### config.mk
export PLATFORM = sky130hd
export DESIGN_NAME = tlb_inv_sweep
export DESIGN_NICKNAME = d
export VERILOG_FILES = /design/src/rtl/tlbinv_pkg.sv /design/src/rtl/tlbinv_walk.sv /design/src/rtl/tlbinv_match.sv /design/src/rtl/tlb_inv_sweep.sv
export SDC_FILE = /design/constraint.sdc
export NUM_CORES = 1
export LEC_CHECK = 0
export CORE_MARGIN = 3
export CORE_UTILIZATION = 54
export DETAILED_ROUTE_END_ITERATION = 10
export GPL_TIMING_DRIVEN = 0
export PLACE_DENSITY = 0.95
export SLEW_MARGIN = 5
export SYNTH_ARGS = -nofsm -noshare
export SYNTH_HDL_FRONTEND = slang
export SYNTH_SLANG_ARGS = --single-unit
### constraint.sdc
create_clock -name clk -period 11.45 [get_ports clk]
set_input_delay 2.29 -clock clk [delete_from_list [all_inputs] [get_ports clk]]
set_output_delay 2.29 -clock clk [all_outputs]
set_load 0.02 [all_outputs]
### src/rtl/tlbinv_pkg.sv
package tlbinv_pkg;

  typedef enum logic [2:0] {
    OP_ALL      = 3'd0,
    OP_GSEL     = 3'd1,
    OP_ASID     = 3'd2,
    OP_PG_ASID  = 3'd3,
    OP_PG_AORG  = 3'd4,
    OP_LN_CLR   = 3'd5,
    OP_LN_FLUSH = 3'd6,
    OP_NONE     = 3'd7
  } inv_op_e;

  function automatic logic is_line_op(inv_op_e op);
    return (op == OP_LN_CLR) || (op == OP_LN_FLUSH);
  endfunction

endpackage

### src/rtl/tlbinv_walk.sv
// Scope decoder and entry sequencer: one entry index per cycle.
module tlbinv_walk #(
  parameter int WAYS  = 8,
  parameter int SETS  = 256,
  parameter int FA_N  = 64,
  parameter int IDX_W = 12
) (
  input  logic             clk,
  input  logic             rst_n,
  input  logic             start,
  input  logic             line_op,
  input  logic [IDX_W-1:0] req_idx,
  output logic             empty,
  output logic             active,
  output logic [IDX_W-1:0] cur_idx,
  output logic             last
);
  localparam int SA_N  = WAYS * SETS;
  localparam int TOTAL = SA_N + FA_N;
  localparam int CNT_W = $clog2(TOTAL + 1);

  logic [31:0]      ri;
  logic [CNT_W-1:0] len_d, len_q, cnt;
  logic [IDX_W-1:0] base_d, base_q;
  logic             strided_d, strided_q;

  assign ri = 32'(req_idx);

  // Scope: whole array, one set line across the ways, the fully
  // associative region, or nothing for an out-of-range index.
  always_comb begin
    len_d     = CNT_W'(TOTAL);
    base_d    = '0;
    strided_d = 1'b0;
    if (line_op) begin
      if (ri < 32'(SA_N)) begin
        len_d     = CNT_W'(WAYS);
        base_d    = IDX_W'(ri % 32'(SETS));
        strided_d = 1'b1;
      end else if (ri < 32'(TOTAL)) begin
        len_d  = CNT_W'(FA_N);
        base_d = IDX_W'(SA_N);
      end else begin
        len_d = '0;
      end
    end
  end

  assign empty = (len_d == '0);
  assign last  = (cnt == len_q - 1'b1);

  always_ff @(posedge clk or negedge rst_n) begin
    if (!rst_n) begin
      active    <= 1'b0;
      cnt       <= '0;
      len_q     <= '0;
      base_q    <= '0;
      strided_q <= 1'b0;
    end else if (start && !empty) begin
      active    <= 1'b1;
      cnt       <= '0;
      len_q     <= len_d;
      base_q    <= base_d;
      strided_q <= strided_d;
    end else if (active) begin
      if (last) active <= 1'b0;
      else      cnt    <= cnt + 1'b1;
    end
  end

  assign cur_idx = strided_q ? IDX_W'(32'(base_q) + 32'(cnt) * 32'(SETS))
                             : IDX_W'(32'(base_q) + 32'(cnt));
endmodule

### src/rtl/tlbinv_match.sv
// Per-entry removal rule for the operation in progress.
module tlbinv_match
  import tlbinv_pkg::*;
#(
  parameter int ASID_W   = 10,
  parameter int PS_W     = 6,
  parameter int VA_W     = 48,
  parameter int VPPN_LSB = 13
) (
  input  inv_op_e                 op,
  input  logic [ASID_W-1:0]       asid,
  input  logic                    g_sel,
  input  logic [VA_W-1:0]         va,
  input  logic [PS_W-1:0]         ps,
  input  logic                    ent_g,
  input  logic [ASID_W-1:0]       ent_asid,
  input  logic [VA_W-VPPN_LSB-1:0] ent_vppn,
  output logic                    hit
);
  logic [VA_W-1:0] ent_va, keep_mask;
  logic [PS_W:0]   shamt;
  logic            page_ok, asid_ok;

  assign ent_va    = {ent_vppn, {VPPN_LSB{1'b0}}};
  assign shamt     = {1'b0, ps} + 1'b1;
  assign keep_mask = {VA_W{1'b1}} << shamt;
  assign page_ok   = ((va ^ ent_va) & keep_mask) == '0;
  assign asid_ok   = (ent_asid == asid);

  always_comb begin
    unique case (op)
      OP_ALL:      hit = 1'b1;
      OP_GSEL:     hit = (ent_g == g_sel);
      OP_ASID:     hit = !ent_g && asid_ok;
      OP_PG_ASID:  hit = !ent_g && asid_ok && page_ok;
      OP_PG_AORG:  hit = (ent_g || asid_ok) && page_ok;
      OP_LN_CLR:   hit = !ent_g && asid_ok;
      OP_LN_FLUSH: hit = 1'b1;
      default:     hit = 1'b0;
    endcase
  end
endmodule

### src/rtl/tlb_inv_sweep.sv
module tlb_inv_sweep
  import tlbinv_pkg::*;
#(
  parameter int WAYS     = 8,
  parameter int SETS     = 256,
  parameter int FA_N     = 64,
  parameter int ASID_W   = 10,
  parameter int PS_W     = 6,
  parameter int VA_W     = 48,
  parameter int VPPN_LSB = 13,
  localparam int SA_N    = WAYS * SETS,
  localparam int TOTAL   = SA_N + FA_N,
  localparam int IDX_W   = $clog2(TOTAL),
  localparam int VPPN_W  = VA_W - VPPN_LSB
) (
  input  logic              clk,
  input  logic              rst_n,
  input  logic              cmd_valid,
  output logic              cmd_ready,
  input  logic [2:0]        cmd_op,
  input  logic [ASID_W-1:0] cmd_asid,
  input  logic              cmd_g,
  input  logic [VA_W-1:0]   cmd_va,
  input  logic [IDX_W-1:0]  cmd_idx,
  input  logic [PS_W-1:0]   sa_ps,
  output logic [IDX_W-1:0]  ent_idx,
  input  logic              ent_e,
  input  logic              ent_g,
  input  logic [ASID_W-1:0] ent_asid,
  input  logic [PS_W-1:0]   ent_ps,
  input  logic [VPPN_W-1:0] ent_vppn,
  output logic              clr_en,
  output logic              busy,
  output logic              done,
  output logic              xlat_flush
);
  inv_op_e           op_q;
  logic [ASID_W-1:0] asid_q;
  logic              g_q;
  logic [VA_W-1:0]   va_q;
  logic [PS_W-1:0]   sa_ps_q, ps_sel;
  logic              accept, empty, last, hit, done_q;
  logic [IDX_W-1:0]  cur_idx;

  assign cmd_ready = !busy;
  assign accept    = cmd_valid && cmd_ready;

  always_ff @(posedge clk or negedge rst_n) begin
    if (!rst_n) begin
      op_q    <= OP_NONE;
      asid_q  <= '0;
      g_q     <= 1'b0;
      va_q    <= '0;
      sa_ps_q <= '0;
    end else if (accept) begin
      op_q    <= inv_op_e'(cmd_op);
      asid_q  <= cmd_asid;
      g_q     <= cmd_g;
      va_q    <= cmd_va;
      sa_ps_q <= sa_ps;
    end
  end

  tlbinv_walk #(
    .WAYS(WAYS), .SETS(SETS), .FA_N(FA_N), .IDX_W(IDX_W)
  ) u_walk (
    .clk     (clk),
    .rst_n   (rst_n),
    .start   (accept),
    .line_op (is_line_op(inv_op_e'(cmd_op))),
    .req_idx (cmd_idx),
    .empty   (empty),
    .active  (busy),
    .cur_idx (cur_idx),
    .last    (last)
  );

  assign ps_sel = (32'(cur_idx) < 32'(SA_N)) ? sa_ps_q : ent_ps;

  tlbinv_match #(
    .ASID_W(ASID_W), .PS_W(PS_W), .VA_W(VA_W), .VPPN_LSB(VPPN_LSB)
  ) u_match (
    .op       (op_q),
    .asid     (asid_q),
    .g_sel    (g_q),
    .va       (va_q),
    .ps       (ps_sel),
    .ent_g    (ent_g),
    .ent_asid (ent_asid),
    .ent_vppn (ent_vppn),
    .hit      (hit)
  );

  assign ent_idx = cur_idx;
  assign clr_en  = busy && ent_e && hit;

  always_ff @(posedge clk or negedge rst_n) begin
    if (!rst_n) done_q <= 1'b0;
    else        done_q <= (busy && last) || (accept && empty);
  end

  assign done       = done_q;
  assign xlat_flush = done_q;
endmodule

**Yosys cells after proc, flatten, opt, wreduce, memory -nomap -nowiden**

Cells that the tools add are included.

- Logic and storage cells: 73
- Register bits after elaboration: 107
- Input bits: 136

- Equal/unequal tests: 12
- Shift operators: 1
- Add/sub/neg operators: 5
- Order comparisons: 3
- Bitwise gates (word level): 2
- Reduce and logical (&&, ||, !) cells: 22
- Muxes and demuxes: 17

Operators with widths:

| cell | number |
|---|---|
| $mux W12 | 9 |
| $and A48 B48 Y48 | 1 |
| $logic_not A48 Y1 | 1 |
| $shl A48 B7 Y48 const A | 1 |
| $xor A48 B48 Y48 | 1 |
| $lt A12 B12 Y1 const B | 3 |
| $add A12 B12 Y12 | 2 |
| $eq A3 B3 Y1 const B | 5 |
| $add A12 B1 Y12 const B | 1 |
| $eq A12 B12 Y1 | 1 |
| $logic_not A12 Y1 | 1 |
| $sub A12 B1 Y12 const B | 1 |
| $eq A10 B10 Y1 | 1 |
| $logic_and A1 B1 Y1 | 9 |
| $add A6 B1 Y7 const B | 1 |
| $mux W7 | 1 |
| $eq A3 B2 Y1 const B | 2 |
| $mux W6 | 1 |
| $mux W1 | 5 |
| $pmux W1 S5 | 1 |
| $reduce_or A2 Y1 | 2 |
| $eq A3 B1 Y1 const B | 1 |
| $logic_not A1 Y1 | 3 |
| $logic_not A3 Y1 | 1 |
| other kinds (5) | 7 |

**Longest topological paths before layout**

Gate-level depths: netlist of the first run.

- Depth in word-level cells: 11
- Gate-level depth with buffers: 21
- Mapped depth without buffers: 19

**Hierarchy**

A second synthesis of the first run with hierarchy kept.

- Cells, all modules: 544
- Area, all modules: 6,188.4 sq um

Modules (own cells, without submodules):

| module | cells an instance | instances | sequential area each (sq um) | area an instance (sq um) |
|---|---|---|---|---|
| tlb_inv_sweep | 159 | 1 | 1,730.4 | 3,035.4 |
| tlbinv_walk | 216 | 1 | 625.6 | 1,851.8 |
| tlbinv_match | 169 | 1 | 0.0 | 1,301.2 |

**Worst setup path before layout of the first run**

OpenSTA, ideal clock, no wires.

- Kind: input to output
- Start: input ent_ps[0]
- End: output clr_en
- Path buffers: 2
- Data required time: 9.160 ns
- Stages on the path: 15
- Arrival: 4.908 ns
- Slack: 4.252 ns
- Cell sequence: mux2i_1 -> inv_1 -> ha_1 -> buf_2 -> xor2_1 -> nor2_1 -> a22oi_1 -> nand4_1 -> and2_1 -> buf_6 -> a21o_1 -> a2111oi_2 -> o2111ai_1 -> o31ai_1 -> a21o_1

- Longest elaborated chain between the ends: 8
- Elaborated cells between the ends (all ways): 9
- Classes of those cells: 1 x add/sub; 1 x shift; 2 x mux; 1 x bitwise; 4 x reduce/logical

Ends and longest elaborated chain:

| item | line | text |
|---|---|---|
| start, declared | tlb_inv_sweep.sv:30 | `input logic [PS_W-1:0] ent_ps,` |
| $mux W6 (*) | tlb_inv_sweep.sv:78 | `assign ps_sel = (32'(cur_idx) < 32'(SA_N)) ? sa_ps_q : ent_ps;` |
| $add A6 B1 Y7 (*) | tlbinv_match.sv:25 | `assign shamt = {1'b0, ps} + 1'b1;` |
| $shl A48 B7 Y48 (*) | tlbinv_match.sv:26 | `assign keep_mask = {VA_W{1'b1}} << shamt;` |
| $and A48 B48 Y48 (*) | tlbinv_match.sv:27 | `assign page_ok = ((va ^ ent_va) & keep_mask) == '0;` |
| $logic_not A48 Y1 (*) | tlbinv_match.sv:27 |  |
| $logic_and A1 B1 Y1 (on tied branches) | tlbinv_match.sv:36, tlbinv_match.sv:35 |  |
| $pmux W1 S5 (*) | tlbinv_match.sv:31 | `unique case (op)` |
| $logic_and A1 B1 Y1 (*) | tlb_inv_sweep.sv:95 | `assign clr_en = busy && ent_e && hit;` |
| end, declared | tlb_inv_sweep.sv:32 | `output logic clr_en,` |

Mark *: on every way between the ends. The rest lies on a longest branch, timed or not.

**Worst setup path in the final report of the first run**

Same ends and word-level chain as after synthesis.

==> results, run 1 <==
- The clock arrives with approximately 0.01 ns of skew.
- The maximum clock frequency is 116.2 MHz.
- Once layout is complete, the utilization of the core stands at between 70 and 80%.
- STA puts the critical path data required time at 9.16 ns.
- For this block, the via count after detailed routing is ~6,000.
- Setup violations remaining at the end of the flow were counted as 0.
- From bottom edge to top edge, the die measures 111.7 um.
- Averaged over all synthesized cells, the footprint is 8.142 sq um.
- Of all nets on the critical path, the largest fanout is 9.
- After layout, the worst path uses approximately three quarters of the clock period.
- The dominant register cell in the synthesized netlist is sky130_fd_sc_hd__dfrtp_1.
- The total nets after synthesis is 892.
- The layout net count is 1,054.
- The summed instance area of the synthesized netlist is between 6000 and 7000 sq um.
- The via-per-instance ratio is 5.724.
- The number of antenna diodes is 0.
- After clock tree synthesis, the clock-pin slew on the worst setup and hold paths is 0.09 ns.
- The via count of the first global-routing pass is 5,937.
- In the synthesized netlist the async set-or-reset flop fraction comes to 100.0%.
- The weighted congestion reported at the end of routability-driven placement is 0.9129.
- The pin count of the biggest net entering global routing is 52.
- The count of hold buffers inserted by post-cts repair is 0.
- The clock passes through at most 2 buffers.
- The floorplan has 37 rows.
- The nature of the critical path endpoint is an output pin.
- The insertion delay of the later-clocked pin in the worst-skew pair is around 0.38 ns.
- The count of pins over their slew limit is 0.
- Setup repair after global routing left no endpoint under its margin.
- The number of antenna-violating nets in the routed design is 0.
- The area growth from synthesis to layout is 31.07%.
- The portion of the post-synthesis area used by sequential elements is between 30% and 40%.
- In this run, placement finished with an instance count of 1,028.
- The number of hold violations in the final report came to 0.
- The instance count of the mapped netlist is roughly 740.
- The fraction of final layout cells with drive strength greater than 1 is 4.736%.
- In this run, flip-flops and latches consume 33.0% of the power.
- The max-slew headroom at the worst pin is 56.21%.
- The total of flip-flops plus latches after synthesis is 94.
- STA classifies the critical path startpoint as an input pin.
- The die footprint is approximately 12,000 sq um.
- The number of primary I/O pins is 153.
- The number of antenna violations at the first check in global routing was 0.
- The clock period could shrink to 8.608 ns.
- In this run the horizontal extent of the chip is 111.7 um.
- The Yosys step of the flow raised 0 warnings.
- The number of different library cells used by synthesis comes to 67.
- The proportion of total power due to net switching is between 40% and 50%.
- Once the clock tree was built, the setup fixing pass inserted 0 buffers.
- The count of flip-flops with a built-in enable after synthesis is 0.
- At the worst endpoint, the arrival time is 6.32 ns.
- The placeable core region is 10,600 sq um.
- The number of non-filler instances in the completed layout is 1,044.
- The first global-routing pass estimated 27,960 um of wire.
- TritonCTS built the clock tree.
- The total length of routed wires is 17,300 um.
- The library cell used as clock root buffer is sky130_fd_sc_hd__clkbuf_8.
- Once detailed placement completed, the half-perimeter wirelength came to 13,460 um.
- The initial cell density of the core is 56.91%.
- The maximum VDD drop is 0.0001715 V.
- The depth of the CTS H-tree is 3.
- In the routed design, unresolved DRC markers number 0.
- Internal power comes to 0.001004 W.
- Of the total power, combinational logic draws 55.8%.
- In this run, the number of DRC markers left after iteration 0 of detailed routing was approximately 510.
- For the final routed database, the setup TNS stands at 0 ns.
- The worst reg-to-reg setup slack is ~8.3 ns.
- The aggregate global routing overflow is 0.
- The detailed-routing iteration count for the pre-antenna-repair pass is 6.
- In this run, post-CTS repair resized a total of 0 instances.
- In this run the worst hold path is classified as reg -> reg.
- The critical path in this run is classified as in -> out.
- At the pin with the least slew margin, the transition time is 0.6538 ns.
- The worst-case hold slack is 0.5010 ns.
- The total power draw is 0.001839 W.
- The total CTS buffers is 9.
- Leaving out fill and tap cells, the most frequent cell in the layout is sky130_fd_sc_hd__nand2_1.
- The clock network accounts for 11.1% of the total power.
- In the layout the commonest cells are sky130_fd_sc_hd__nand2_1 (255), sky130_fd_sc_hd__clkdlybuf4s50_1 (149), sky130_fd_sc_hd__dfrtp_1 (91), sky130_fd_sc_hd__xor2_1 (51), sky130_fd_sc_hd__nor2_1 (36).
- The flow ran to the end, and the final reports show no timing, DRC or antenna violations.
- The tool flagged a number of max-cap violations equal to 0.
- Dividing the detail-routed wire length by the instance count gives 16.57 um.
- Port buffering added 150 buffers.
- Summed over all cells, the static leakage comes to ~3.6 nW.
- The clock drives 94 sinks.
- Summed over all nets, the switching power comes to 0.0008344 W.
- The combined global-route utilization of all metal layers is 27.18%.
- The power per cell area is approximately 230 nW/um^2.
[registers in the layout, indices dropped and copies added (netlist names)]
register	flops
va_q	48
u_walk.cnt	12
asid_q	10
u_walk.base_q	9
sa_ps_q	6
op_q	3
u_walk.len_q	3
done	1
g_q	1
u_walk.active	1
[power groups by stage]
| stage | combinational, W | clock (W) | sequential, W |
|---|---|---|---|
| after detailed placement | 0.00101 | 0 | 0.000608 |
| final | 0.00103 | 0.000205 | 0.000607 |
| after global placement | 0.000972 | 0 | 0.000600 |
| after floorplan | 0.000710 | 0 | 0.000572 |
| after CTS | 0.00102 | 0.000206 | 0.000604 |
| after global routing | 0.00113 | 0.000219 | 0.000622 |
[metrics by stage]
stage,setup WS (ns),instance area (sq um)
finish,2.842,7908
global route,2.513,7908
CTS,2.873,7908
detailed placement,2.889,7730
global placement,2.921,7705
floorplan,4.252,6033
[cell families (layout without fill, tap and decap cells)]
| kind of cell | Yosys count | count (layout) | share of synthesized area, % |
|---|---|---|---|
| XOR/XNOR | 79 | 79 | 11.47 |
| adder cells (fa/ha/maj) | 15 | 15 | 3.235 |
| multiplexers | 5 | 5 | 0.9539 |
| AO/OA/AOI/OAI | 129 | 129 | 15.08 |
| AND/OR/NAND/NOR | 371 | 371 | 26.67 |
| buffers and inverters | 48 | 215 | 3.546 |
| flip-flops | 94 | 94 | 39.05 |
[final timing paths]
kind	from	to	depth (start not counted)
max	ent_ps[0]	clr_en	17
min	op_q[1]	op_q[1]	2
max reg2reg	u_walk.len_q[3]	u_walk.cnt[11]	13
min reg2reg	op_q[1]	op_q[1]	2
max in group asynchronous	rst_n	op_q[0]	2
min in group asynchronous	rst_n	u_walk.cnt[1]	1
[Yosys cell counts, drive strengths merged (4+ instances only)]
library cell    n  area [sq um]
nand2         255         957.2
dfrtp          91          2277
xor2           51         446.7
nor2           36         135.1
o21ai          31         155.1
xnor2          28         245.2
clkbuf         26         97.59
nand3          19         107.6
a21oi          18         90.09
ha             14         175.2
inv            14         55.06
and3           12         75.07
a211oi         11         82.58
a22o            9         80.08
buf             8         61.31
a22oi           7         52.55
nor3            7         35.03
a31oi           6         37.54
nand4           6         37.54
nor4            6         43.79
o22ai           6         37.54
o31ai           6         50.05
a21o            5         37.54
and2            5         33.78
nand2b          4         25.02
nor2b           4         25.02
o211ai          4         30.03
or4             4         30.03
[routing by layer]
layer	up-vias	routed length [um]	global-route usage, %
li1	2846	-	-
met3	38	1375	6.685
met5	-	0	0
met4	0	442	8.516
met1	2810	6815	32.46
met2	282	8670	48.16
[area by class of cell]
| type | count | area [sq um] |
|---|---|---|
| plain buffers | 34 | 158.9 |
| clock buffers | 12 | 145.1 |
| clock inverters | 4 | 32.53 |
| fillers | 758 | 2694 |
| inverters | 14 | 55.05 |
| multi-input cells | 599 | 3463 |
| flip-flops and latches | 94 | 2356 |
| well taps | 136 | 170.2 |
| repair buffers | 151 | 1526 |
[worst max-delay path, cell delays in order]
cell                              delay, ns
sky130_fd_sc_hd__clkdlybuf4s50_1       0.45
sky130_fd_sc_hd__mux2i_1               0.26
sky130_fd_sc_hd__inv_1                 0.10
sky130_fd_sc_hd__ha_1                  0.20
sky130_fd_sc_hd__buf_2                 0.17
sky130_fd_sc_hd__xor2_1                0.16
sky130_fd_sc_hd__nor2_1                0.05
sky130_fd_sc_hd__a22oi_1               0.30
sky130_fd_sc_hd__nand4_1               0.22
sky130_fd_sc_hd__and2_1                0.21
sky130_fd_sc_hd__buf_6                 0.13
sky130_fd_sc_hd__a21o_1                0.18
sky130_fd_sc_hd__a2111oi_2             0.35
sky130_fd_sc_hd__o2111ai_1             0.18
sky130_fd_sc_hd__o31ai_1               0.27
sky130_fd_sc_hd__a21o_1                0.16
sky130_fd_sc_hd__clkdlybuf4s50_1       0.63
Note: power is estimated with default switching activity, not from simulation.
==> run 2, diff against run 1 <==
Settings changed: CORE_UTILIZATION 54 to 50, PLACE_DENSITY 0.95 to 0.91.
Clock period 11.45 ns to 8 ns, I/O delays scaled along.
==> run 2 against run 1 <==
  * Final cell count increased by 0.67%
  * Worst hold slack got worse by 0.014 ns
  * Global-route usage decreased by 0.80 points
  * Combinational power increased by 42%
  * First-iteration DRC count decreased by 19%
  * Clock power increased by 150%
  * Critical path type is now reg -> out
  * Utilization decreased by 4.8 points
  * Setup slack got worse by 2.5 ns
  * Sequential power increased by 43%
  * Clock-buffer cell count decreased by 3
  * Sequential cell count unchanged
  * Critical endpoint unchanged
  * Design area increased by 2.4%
==> results, run 2 (synthesis gave the netlist of run 1 again) <==
- The flow ran to the end, and the final reports show no timing, DRC or antenna violations.
- The post-route minimum period is 7.702 ns.
- The clock-pin slew reported for the worst setup and hold paths after clock tree synthesis is 0.07 ns (-0.02 ns).
- The count of pins over their slew limit was 0 (unchanged).
- The post-route clock skew is 0.005757 ns (-0.004153 ns).
- The startpoint kind of the worst setup timing path is a register.
- The final period utilization is between 90% and 100%.
- The half-perimeter wire length after detailed placement is 13,140 um (-2.3%).
- The aggregate global routing overflow is 0 (unchanged).
- The area growth from synthesis to layout is 34.26%.
- In the layout the commonest cells are sky130_fd_sc_hd__nand2_1 (255), sky130_fd_sc_hd__clkdlybuf4s50_1 (149), sky130_fd_sc_hd__dfrtp_1 (91), sky130_fd_sc_hd__xor2_1 (51), sky130_fd_sc_hd__nor2_1 (36).
- Setup repair after global routing left no endpoint under its margin.
- The combined global-route utilization of all metal layers is 26.39% (-0.80 points).
- The wire length of the first global-routing pass came to 28,120 um (+0.59%).
- The number of maximum-capacitance constraint violations came to 0 (unchanged).
- The number of primary I/O pins came to 153 (unchanged).
- The utilization of the core after routing was 69.75% (-4.8 points).
- The worst stage delay on the critical path is 0.62 ns (about the same).
- The terminus of the critical flop-to-flop path is u_walk.cnt[11].
- The capturing instance or port of the critical path is clr_en.
- The fraction of final layout cells with drive strength greater than 1 is 5.396% (+0.66 points).
- The critical path depth is 22 (+5).
- The worst-case clock buffer depth came to 2 (unchanged).
- The worst-case hold slack was 0.4867 ns (-0.01424 ns).
- The port buffer count is 150 (unchanged).
- The maximum VDD drop is 0.0002043 V (+19%).
- The count of hold buffers inserted by post-cts repair was 0 (unchanged).
- The number of antenna-violating nets in the routed design is 0 (unchanged).
- The TritonCTS clock tree is yes.
- The flip-flop count of the largest register, all copies and words added was 48 (unchanged).
- The depth of the CTS H-tree is 3 (unchanged).
- The initial cell density of the core is 51.95% (-5.0 points).
- The number of antenna violations at the first check in global routing is 0 (unchanged).
- The length in cells of the worst reg-to-reg path is 13 (unchanged).
- The largest registers in the layout are va_q (48), u_walk.cnt (12), asid_q (10).
- The worst min-delay path category is reg -> reg.
- The max-slew headroom at the worst pin came to 56.28% (+0.068 points).
- The insertion delay of the later-clocked pin in the worst-skew pair is 0.36 ns (-0.02 ns).
- For this design, the slowest cell found on the critical path is sky130_fd_sc_hd__clkdlybuf4s50_1.
- The nature of the critical path endpoint is an output pin.
- The via count of the first global-routing pass is 5,912 (-0.42%).
- The critical path buffer and inverter count was 5 (unchanged).
- The aggregate negative setup slack is 0 ns (unchanged).
- The data required time of the critical path is 6.40 ns (-2.76 ns).
- The startpoint-to-endpoint class of the critical path is reg -> out.
- The power per cell area was 349.6 nW/um^2 (+50%).
- The register ranked first by flip-flop count is va_q.
- The via-per-instance ratio is 5.529 (-3.4%).
- The cell family contributing the most delay on the critical path is compound AO/OA/AOI/OAI gates.
- The total CTS buffers came to 9 (unchanged).
- The slew at the pin with the worst max-slew slack is 0.6528 ns (-0.001012 ns).
- The leakage power total is 3.698 nW (+2.3%).
- The pin count of the biggest net entering global routing is 54 (+3.8%).
- The number of hold violations in the final report is 0 (unchanged).
- The layout net count came to 1,054 (unchanged).
- The number of antenna diodes is 0 (unchanged).
- The weighted congestion reported at the end of routability-driven placement was 0.9437 (+3.4%).
- The worst register-to-register path begins at u_walk.len_q[3].
- The via count of the routed design was 5,811 (-2.8%).
- The remaining routing DRC violations came to 0 (unchanged).
- The starting DRC count in detailed routing is 414 (-19%).
- The critical path starts at u_walk.cnt[1].
- The critical path data arrival time is 6.10 ns (-0.22 ns).
- The root buffer cell chosen for the clock tree is sky130_fd_sc_hd__clkbuf_16.
- The setup-violating endpoint count in the final report is 0 (unchanged).
- The die footprint is 13,420 sq um (+7.6%).
- The width of the chip was 115.8 um (+3.7%).
- The die outline height came to 115.8 um (+3.7%).
- The average wire per standard cell is 16.27 um (-1.9%).
- The number of sinks on the clock net is 94 (unchanged).
- The placeable core region was 11,610 sq um (+9.5%).
- The most common library cell in the layout ignoring fill and taps is sky130_fd_sc_hd__nand2_1.
- The number of filler cells placed in the layout is 906 (+20%).
- The maximum clock frequency is 129.8 MHz.
- The total length of routed wires was 17,100 um (-1.2%).
- The row count is 39 (+5.4%).
- The worst reg-to-reg setup slack was 4.79 ns (-3.46 ns).
- The highest net fanout along the worst path came to 10 (+1).
- The critical path goes through ha_1 > a211o_1 > and3_1 > o21ai_2 > nand3_4 > buf_2 > mux2i_2 > inv_1 > ha_1 > buf_2 > xor2_1 > nor2_1 > a22oi_1 > nand4_1 > and2_1 > buf_6 > a21o_1 > a2111oi_2 > o2111ai_1 > o31ai_1 > a21o_1 > clkdlybuf4s50_1.
- The detailed-routing iteration count for the pre-antenna-repair pass is 5 (-1).
## run 2: cell types whose count changed in the layout (fill, tap and decap cells not counted), sizes merged
| cell | delta |
|---|---|
| clkbuf | -3 |
| inv | +2 |
| clkinv | -1 |
| clkinvlp | -1 |
| bufinv | +3 |
## run 2: repair_timing
action | in CTS | in global routing
resized for setup | 0 | 4
setup buffers | 0 | 0
endpoints found under the hold margin | 0 | 0
endpoints found under the setup margin | 0 | 1
## run 2: report_power, final
| part | internal [W] | switching [W] | total [W] |
|---|---|---|---|
| sequential | 0.000683 | 0.000185 | 0.000867 |
| combinational | 0.000634 | 0.000828 | 0.00146 |
| clock | 0.000307 | 0.000196 | 0.000503 |
## run 2: metal layers
metal  track usage [%]  routed length [um]  vias up
met3             7.206                1181       39
met4             9.977                 397        0
met5                 0                   0        -
met1             32.85                7144     2711
li1                  -                   -     2846
met2             43.88                8372      215
## run 2: worst min path at each step
stage,from,end,slack [ns],cells after the start
2_1_floorplan,va_q[3],va_q[3],0.44,2
3_3_place_gp,va_q[11],va_q[11],0.47,2
3_5_place_dp,va_q[10],va_q[10],0.47,2
4_1_cts,va_q[10],va_q[10],0.49,2
5_1_grt,va_q[10],va_q[10],0.50,2
6_report,va_q[11],va_q[11],0.49,2
## run 2: layout make-up
| cell class | count | area [sq um] | share of cell area [%] |
|---|---|---|---|
| Multi-Input combinational cell | 599 | 3480 | 42.96 |
| Sequential cell | 94 | 2356 | 29.09 |
| Timing Repair Buffer | 151 | 1526 | 18.84 |
| Clock buffer | 9 | 225.2 | 2.780 |
| Tap cell | 143 | 178.9 | 2.209 |
| Buffer | 34 | 158.9 | 1.962 |
| Clock inverter | 7 | 120.1 | 1.483 |
| Inverter | 14 | 55.05 | 0.6796 |
## run 2: tightest hold or removal path, stage by stage (launching register included)
cell and delay, ns:
sky130_fd_sc_hd__dfrtp_1 0.35, sky130_fd_sc_hd__nand2_1 0.05, sky130_fd_sc_hd__nand2_1 0.05
## run 2: per-stage QoR
stage | std cells | setup slack (ns) | cell area (sq um) | total power, W
final | 1051 | 0.2984 | 8100 | 0.002831
after global routing | 1051 | 0.005612 | 8100 | 0.003044
after CTS | 1051 | 0.1775 | 8084 | 0.002814
after detailed placement | 1035 | 0.6366 | 7739 | 0.002300
after global placement | 1034 | 0.7428 | 7714 | 0.002249
after floorplan | 741 | 1.904 | 6033 | 0.001834
